File: src/rtl/sleep_ctrl_pkg.sv
package sleep_ctrl_pkg;

    typedef enum logic [1:0] {
        SLP_RUN    = 2'd0,
        SLP_ENTER  = 2'd1,
        SLP_ASLEEP = 2'd2,
        SLP_WAKE   = 2'd3
    } slp_state_e;

    typedef struct packed {
        slp_state_e state;
        logic       kind_block;
        logic       clk_en;
        logic       pwrup_req;
    } slp_regs_t;

    localparam slp_regs_t SLP_RESET = '{state: SLP_RUN, kind_block: 1'b0,
                                        clk_en: 1'b1, pwrup_req: 1'b1};

endpackage

File: src/rtl/sleep_unblock_latch.sv
module sleep_unblock_latch (
    input  logic clk,
    input  logic rst_n,
    input  logic unblock_in,
    input  logic consume,
    output logic pending_q,
    output logic pending_now
);

    logic pending_d;

    always_comb begin
        pending_d = pending_q;
        if (consume)
            pending_d = 1'b0;
        else if (unblock_in)
            pending_d = 1'b1;
    end

    always_ff @(posedge clk or negedge rst_n) begin
        if (!rst_n)
            pending_q <= 1'b0;
        else
            pending_q <= pending_d;
    end

    assign pending_now = pending_q | unblock_in;


    latch_set_chk: assert property (@(posedge clk) disable iff (!rst_n)
        (unblock_in && !consume) |=> pending_q);


    latch_clear_chk: assert property (@(posedge clk) disable iff (!rst_n)
        consume |=> !pending_q);

endmodule

File: src/rtl/sleep_unblock_emit.sv
module sleep_unblock_emit (
    input  logic clk,
    input  logic rst_n,
    input  logic unblock_instr,
    input  logic unblock_except,
    input  logic stage_bubble,
    input  logic stage_hold,
    output logic unblock_out
);

    logic out_d, out_q;

    always_comb begin
        out_d = 1'b0;
        if (!stage_hold && !stage_bubble)
            out_d = unblock_instr && !unblock_except;
    end

    always_ff @(posedge clk or negedge rst_n) begin
        if (!rst_n)
            out_q <= 1'b0;
        else
            out_q <= out_d;
    end

    assign unblock_out = out_q;


    unblock_squash_chk: assert property (@(posedge clk) disable iff (!rst_n)
        (stage_hold || stage_bubble || unblock_except || !unblock_instr) |=> !unblock_out);

endmodule

File: src/rtl/sleep_power_fsm.sv
module sleep_power_fsm
    import sleep_ctrl_pkg::*;
(
    input  logic clk,
    input  logic rst_n,
    input  logic allow_sleep,
    input  logic allow_power_down,
    input  logic allow_block_sleep,
    input  logic frontend_idle,
    input  logic wfi_req,
    input  logic block_req,
    input  logic irq_wake,
    input  logic unblock_pending,
    input  logic pwrup_ack,
    output logic clk_en,
    output logic pwrup_req,
    output logic stall_release,
    output logic consume_unblock
);

    slp_regs_t r_d, r_q;
    logic      wake_now;

    always_comb begin
        r_d             = r_q;
        stall_release   = 1'b0;
        consume_unblock = 1'b0;
        wake_now        = irq_wake || (r_q.kind_block && unblock_pending);

        unique case (r_q.state)
            SLP_RUN: begin
                if (block_req) begin
                    if (unblock_pending || irq_wake || !allow_block_sleep) begin
                        stall_release   = 1'b1;
                        consume_unblock = 1'b1;
                    end else begin
                        r_d.state      = SLP_ENTER;
                        r_d.kind_block = 1'b1;
                    end
                end else if (wfi_req) begin
                    if (irq_wake) begin
                        stall_release = 1'b1;
                    end else if (allow_sleep) begin
                        r_d.state      = SLP_ENTER;
                        r_d.kind_block = 1'b0;
                    end
                end
            end
            SLP_ENTER: begin
                if (wake_now) begin
                    stall_release   = 1'b1;
                    consume_unblock = r_q.kind_block;
                    r_d.state       = SLP_RUN;
                end else if (frontend_idle) begin
                    r_d.state     = SLP_ASLEEP;
                    r_d.clk_en    = 1'b0;
                    r_d.pwrup_req = !allow_power_down;
                end
            end
            SLP_ASLEEP: begin
                if (wake_now) begin
                    r_d.state     = SLP_WAKE;
                    r_d.clk_en    = 1'b1;
                    r_d.pwrup_req = 1'b1;
                end
            end
            SLP_WAKE: begin
                if (pwrup_ack) begin
                    stall_release   = 1'b1;
                    consume_unblock = r_q.kind_block;
                    r_d.state       = SLP_RUN;
                end
            end
            default: r_d = SLP_RESET;
        endcase
    end

    always_ff @(posedge clk or negedge rst_n) begin
        if (!rst_n)
            r_q <= SLP_RESET;
        else
            r_q <= r_d;
    end

    assign clk_en    = r_q.clk_en;
    assign pwrup_req = r_q.pwrup_req;


    release_pwr_chk: assert property (@(posedge clk) disable iff (!rst_n)
        stall_release |-> pwrup_req);


    pwrdn_gated_chk: assert property (@(posedge clk) disable iff (!rst_n)
        $fell(pwrup_req) |-> !clk_en);


    gate_idle_chk: assert property (@(posedge clk) disable iff (!rst_n)
        $fell(clk_en) |-> $past(frontend_idle));


    asleep_hold_chk: assert property (@(posedge clk) disable iff (!rst_n)
        !clk_en |-> !stall_release);

endmodule

File: src/rtl/core_sleep_ctrl.sv
module core_sleep_ctrl #(
    parameter int NUM_IRQ = 4
) (
    input  logic               clk,
    input  logic               rst_n,
    input  logic               allow_sleep,
    input  logic               allow_power_down,
    input  logic               allow_block_sleep,
    input  logic               frontend_idle,
    input  logic               sleep_wfi_req,
    input  logic               sleep_block_req,
    input  logic [NUM_IRQ-1:0] irq_pending,
    input  logic [NUM_IRQ-1:0] irq_enable,
    input  logic               unblock_in,
    input  logic               pwrup_ack,
    output logic               pwrup_req,
    output logic               clk_en,
    output logic               stall_release,
    output logic               irq_entry_hold,
    input  logic               unblock_instr,
    input  logic               unblock_except,
    input  logic               stage_bubble,
    input  logic               stage_hold,
    output logic               unblock_out
);

    logic [NUM_IRQ-1:0] irq_live;
    logic irq_wake;
    logic pending_q, pending_now, consume;

    for (genvar i = 0; i < NUM_IRQ; i++) begin : g_irq
        assign irq_live[i] = irq_pending[i] & irq_enable[i];
    end
    assign irq_wake = |irq_live;

    sleep_unblock_latch u_latch (
        .clk         (clk),
        .rst_n       (rst_n),
        .unblock_in  (unblock_in),
        .consume     (consume),
        .pending_q   (pending_q),
        .pending_now (pending_now)
    );

    sleep_power_fsm u_fsm (
        .clk               (clk),
        .rst_n             (rst_n),
        .allow_sleep       (allow_sleep),
        .allow_power_down  (allow_power_down),
        .allow_block_sleep (allow_block_sleep),
        .frontend_idle     (frontend_idle),
        .wfi_req           (sleep_wfi_req),
        .block_req         (sleep_block_req),
        .irq_wake          (irq_wake),
        .unblock_pending   (pending_now),
        .pwrup_ack         (pwrup_ack),
        .clk_en            (clk_en),
        .pwrup_req         (pwrup_req),
        .stall_release     (stall_release),
        .consume_unblock   (consume)
    );

    sleep_unblock_emit u_emit (
        .clk            (clk),
        .rst_n          (rst_n),
        .unblock_instr  (unblock_instr),
        .unblock_except (unblock_except),
        .stage_bubble   (stage_bubble),
        .stage_hold     (stage_hold),
        .unblock_out    (unblock_out)
    );

    assign irq_entry_hold = (sleep_wfi_req || sleep_block_req) && !stall_release;


    wfi_keeps_latch_chk: assert property (@(posedge clk) disable iff (!rst_n)
        (sleep_wfi_req && !sleep_block_req && pending_q && stall_release) |=> pending_q);

endmodule

File: config.mk
export PLATFORM = sky130hd
export DESIGN_NAME = core_sleep_ctrl
export DESIGN_NICKNAME = d
export VERILOG_FILES = /design/src/rtl/sleep_ctrl_pkg.sv /design/src/rtl/sleep_unblock_latch.sv /design/src/rtl/sleep_unblock_emit.sv /design/src/rtl/sleep_power_fsm.sv /design/src/rtl/core_sleep_ctrl.sv
export SDC_FILE = /design/constraint.sdc
export NUM_CORES = 1
export LEC_CHECK = 0
export CORE_AREA = 2 2 39 41
export CTS_CLUSTER_DIAMETER = 200
export DETAILED_ROUTE_END_ITERATION = 6
export DIE_AREA = 0 0 41 43
export DONT_BUFFER_PORTS = 1
export PLACE_DENSITY_LB_ADDON = 0.25
export SYNTH_ARGS = -nofsm -noshare
export SYNTH_HDL_FRONTEND = slang
export SYNTH_SLANG_ARGS = --single-unit
File: constraint.sdc
create_clock -name clk -period 2.1 [get_ports clk]
set_input_delay 0.42 -clock clk [delete_from_list [all_inputs] [get_ports clk]]
set_output_delay 0.42 -clock clk [all_outputs]
set_load 0.02 [all_outputs]
==> impl_metrics.tcl <==
set metrics [dict create \
    power.net_switching_uw 253 \
    fin_crit_sh_pct 89.8 \
    cts_resized 0 \
    fp.dieH_um 43 \
    core_um2 1380 \
    drive_gt1_share_pct 22.6 \
    die_width_um 41 \
    grt_pass1_vias 390 \
    max_freq_mhz 530 \
    synth.avg_cell_area_um2 9.87 \
    drc 0 \
    peakVddDrop_mv 0.427 \
    finish.utilization_pct 38.0 \
    synth_top_area_share_pct 27.5 \
    arrival_ns 1.47 \
    grt_pass1_wl_um 1440 \
    drv_slew 0 \
    synth_area_um2 454 \
    layout_min_cycle_time_ns 1.89 \
    gp_congestion 0.640 \
    drtPass1Iterations 1 \
    setup.worst_path.end_class "primary output" \
    startpoint_type "flop" \
    clkTransAtPathRegs_ns 0.05 \
    numPortBuffers 0 \
    p_leak_nw 0.237 \
    tightest_slew_ns 0.295 \
    setup-violations-final 0 \
    worstHoldPathType "in -> async" \
    synth_cell_types 26 \
    placedCellCount 64 \
    max_cap_viol_count 0 \
    highest_layer "met3" \
    ioPinCount 27 \
    antenna_cells 0 \
    cts_tree "done" \
    clock-sinks 7 \
    first_iter_violations 0 \
    clock_latency_ns 0.24 \
    dr_total_vias 360 \
    vias_per_cell 5.22 \
    ys_warn_count 0 \
    numCtsBuffers 3 \
    skew_ns 0.00563 \
    start_util_pct 32.8 \
    fin_tns_setup_ns 0 \
    combinationalPowerShare_pct 40.4 \
    die_area_um2 1760 \
    rows 14 \
    path_max_fanout 8 \
    switching_share_pct 39.2 \
    synth-edff-count 0 \
    layout.nets 76 \
    slew_headroom_pct 80.1 \
    power_uw 644 \
    cts-root-buf "clkbuf_4" \
    pre_cts_ws_ns 0.377 \
    status "complete, no violations" \
    ant_nets 0 \
    syn_inst 46 \
    ys_ff_latch 7 \
    totalWireLength_um 868 \
    antenna_found_initial 0 \
    power_density_nw_per_um2 1230 \
    pwr-share-clk_pct 17.9 \
    hold_viol 0 \
    ys.flop_type "dfrtp_1" \
    synth_nets 68 \
    finalNonFillerCells 69 \
    htreeDepth 1 \
    met3_wirelength_um 92 \
    required_ns 1.68 \
    synthToLayoutAreaGrowth_pct 15.7 \
    yosysTopAreaCell "dfrtp_1" \
    wl_met2_um 434 \
    grt_start_max_net_pins 9 \
    gr-total-overflow 0 \
    gr-usage-all-layers_pct 12.2 \
    met1_length_um 341 \
    synthTopCellsByArea "dfrtp_1 (28%), dfstp_2 (12%), a22oi_4 (9.4%)" \
    yosysMostFrequentCell "nor2_1" \
    critPathKind "reg -> out" \
    p_int_uw 391 \
    wl_per_cell_um 12.6 \
    synth_common_cells "nor2_1 (6), dfrtp_1 (5), nand3_1 (3), o21ai_0 (3)" \
    ys_async_sr_fraction_pct 100 \
    hpwl_um 747 \
    pwr-share-seq_pct 41.7 \
    cts_setup_buffers 0 \
    ys_seq_area_share_pct 39.1 \
    postLayoutSetupSlackWorst_ns 0.213 \
    clockBufferDepth 2 \
    grt_setup_unrepaired "no" \
]
## logic make-up after synthesis
logic type / count (synthesis) / share of synthesized area [%]
muxes: 3 / 7.16
DFF: 7 / 39.1
buffers and inverters: 2 / 1.65
and+or+nand+nor: 20 / 25.3
AOI/OAI and AO/OA: 14 / 26.7
## power by group through the flow
stage / registers (mW) / logic (mW) / clock network, mW
after floorplan: 0.256 / 0.197 / 0
after global placement: 0.270 / 0.260 / 0
after detailed placement: 0.271 / 0.262 / 0
after CTS: 0.269 / 0.266 / 0.122
after global routing: 0.279 / 0.293 / 0.127
final: 0.269 / 0.260 / 0.115
## worst paths after layout
| kind | from | endpoint | slack [ns] | depth (start not counted) |
|---|---|---|---|---|
| max | flop | stall_release | 0.21 | 3 |
| min | rst_n | u_fsm.clk_en$_DFFE_PN1P_ | 0.02 | 0 |
| max reg2reg | flop | u_fsm.r_q[2]$_DFFE_PN0P_ | 0.73 | 4 |
| min reg2reg | u_fsm.r_q[2]$_DFFE_PN0P_ | u_latch.pending_q$_DFFE_PN0P_ | 0.52 | 1 |
| max in group asynchronous | rst_n | u_fsm.r_q[3]$_DFFE_PN0P_ | 1.45 | 1 |
| min in group clk | stage_bubble | u_emit.unblock_out$_DFF_PN0_ | 0.24 | 1 |
## metal layers
metal	vias up	global-route usage, %
li1	188	-
met1	155	14.7
met2	17	18.4
met3	0	2.62
met4	0	8.00
met5	-	0
## critical path: stages (launching register included)
cell and delay (ns):
dfrtp_1 0.44, or2_1 0.29, o311ai_0 0.29, buf_4 0.20
## cell usage in the layout, fill, tap and decap left out
master / count
nand3_2: 1
o22ai_1: 1
nor4b_1: 1
clkbuf_4: 3
nand4_1: 1
a21oi_1: 2
o21ai_0: 3
mux2_2: 1
mux2i_1: 1
clkbuf_1: 1
a22oi_4: 2
buf_4: 2
or4b_1: 1
nand3_1: 3
or2_1: 1
dfstp_2: 2
o311ai_0: 1
o21ai_2: 1
nor3b_1: 2
dfrtp_1: 5
nand2_1: 2
o211a_1: 1
inv_1: 2
and2b_1: 1
mux2_1: 1
and2_1: 1
a21boi_0: 1
nor2_1: 6
a31oi_1: 2
dlygate4sd3_1: 1
## timing repair
item / in CTS / in global routing
hold endpoints to repair: 5 / 0
setup endpoints to repair: 0 / 0
hold buffers: 1 / 0
## layout make-up
type | count | area (um2)
clock buffer | 4 | 26.3
fill | 145 | 858
inverter | 2 | 7.51
timing repair buffer | 3 | 25.0
sequential | 7 | 178
tap | 16 | 20.0
multi-input combinational | 37 | 269
## stage by stage
stage	hold WS (ns)	instance area, um2
after floorplan	0.124	454
after global placement	0.125	489
final	0.0226	526
after CTS	0.0111	526
after detailed placement	0.125	489
after global routing	0.00494	526
No activity file was read; power rests on OpenSTA's default activity.
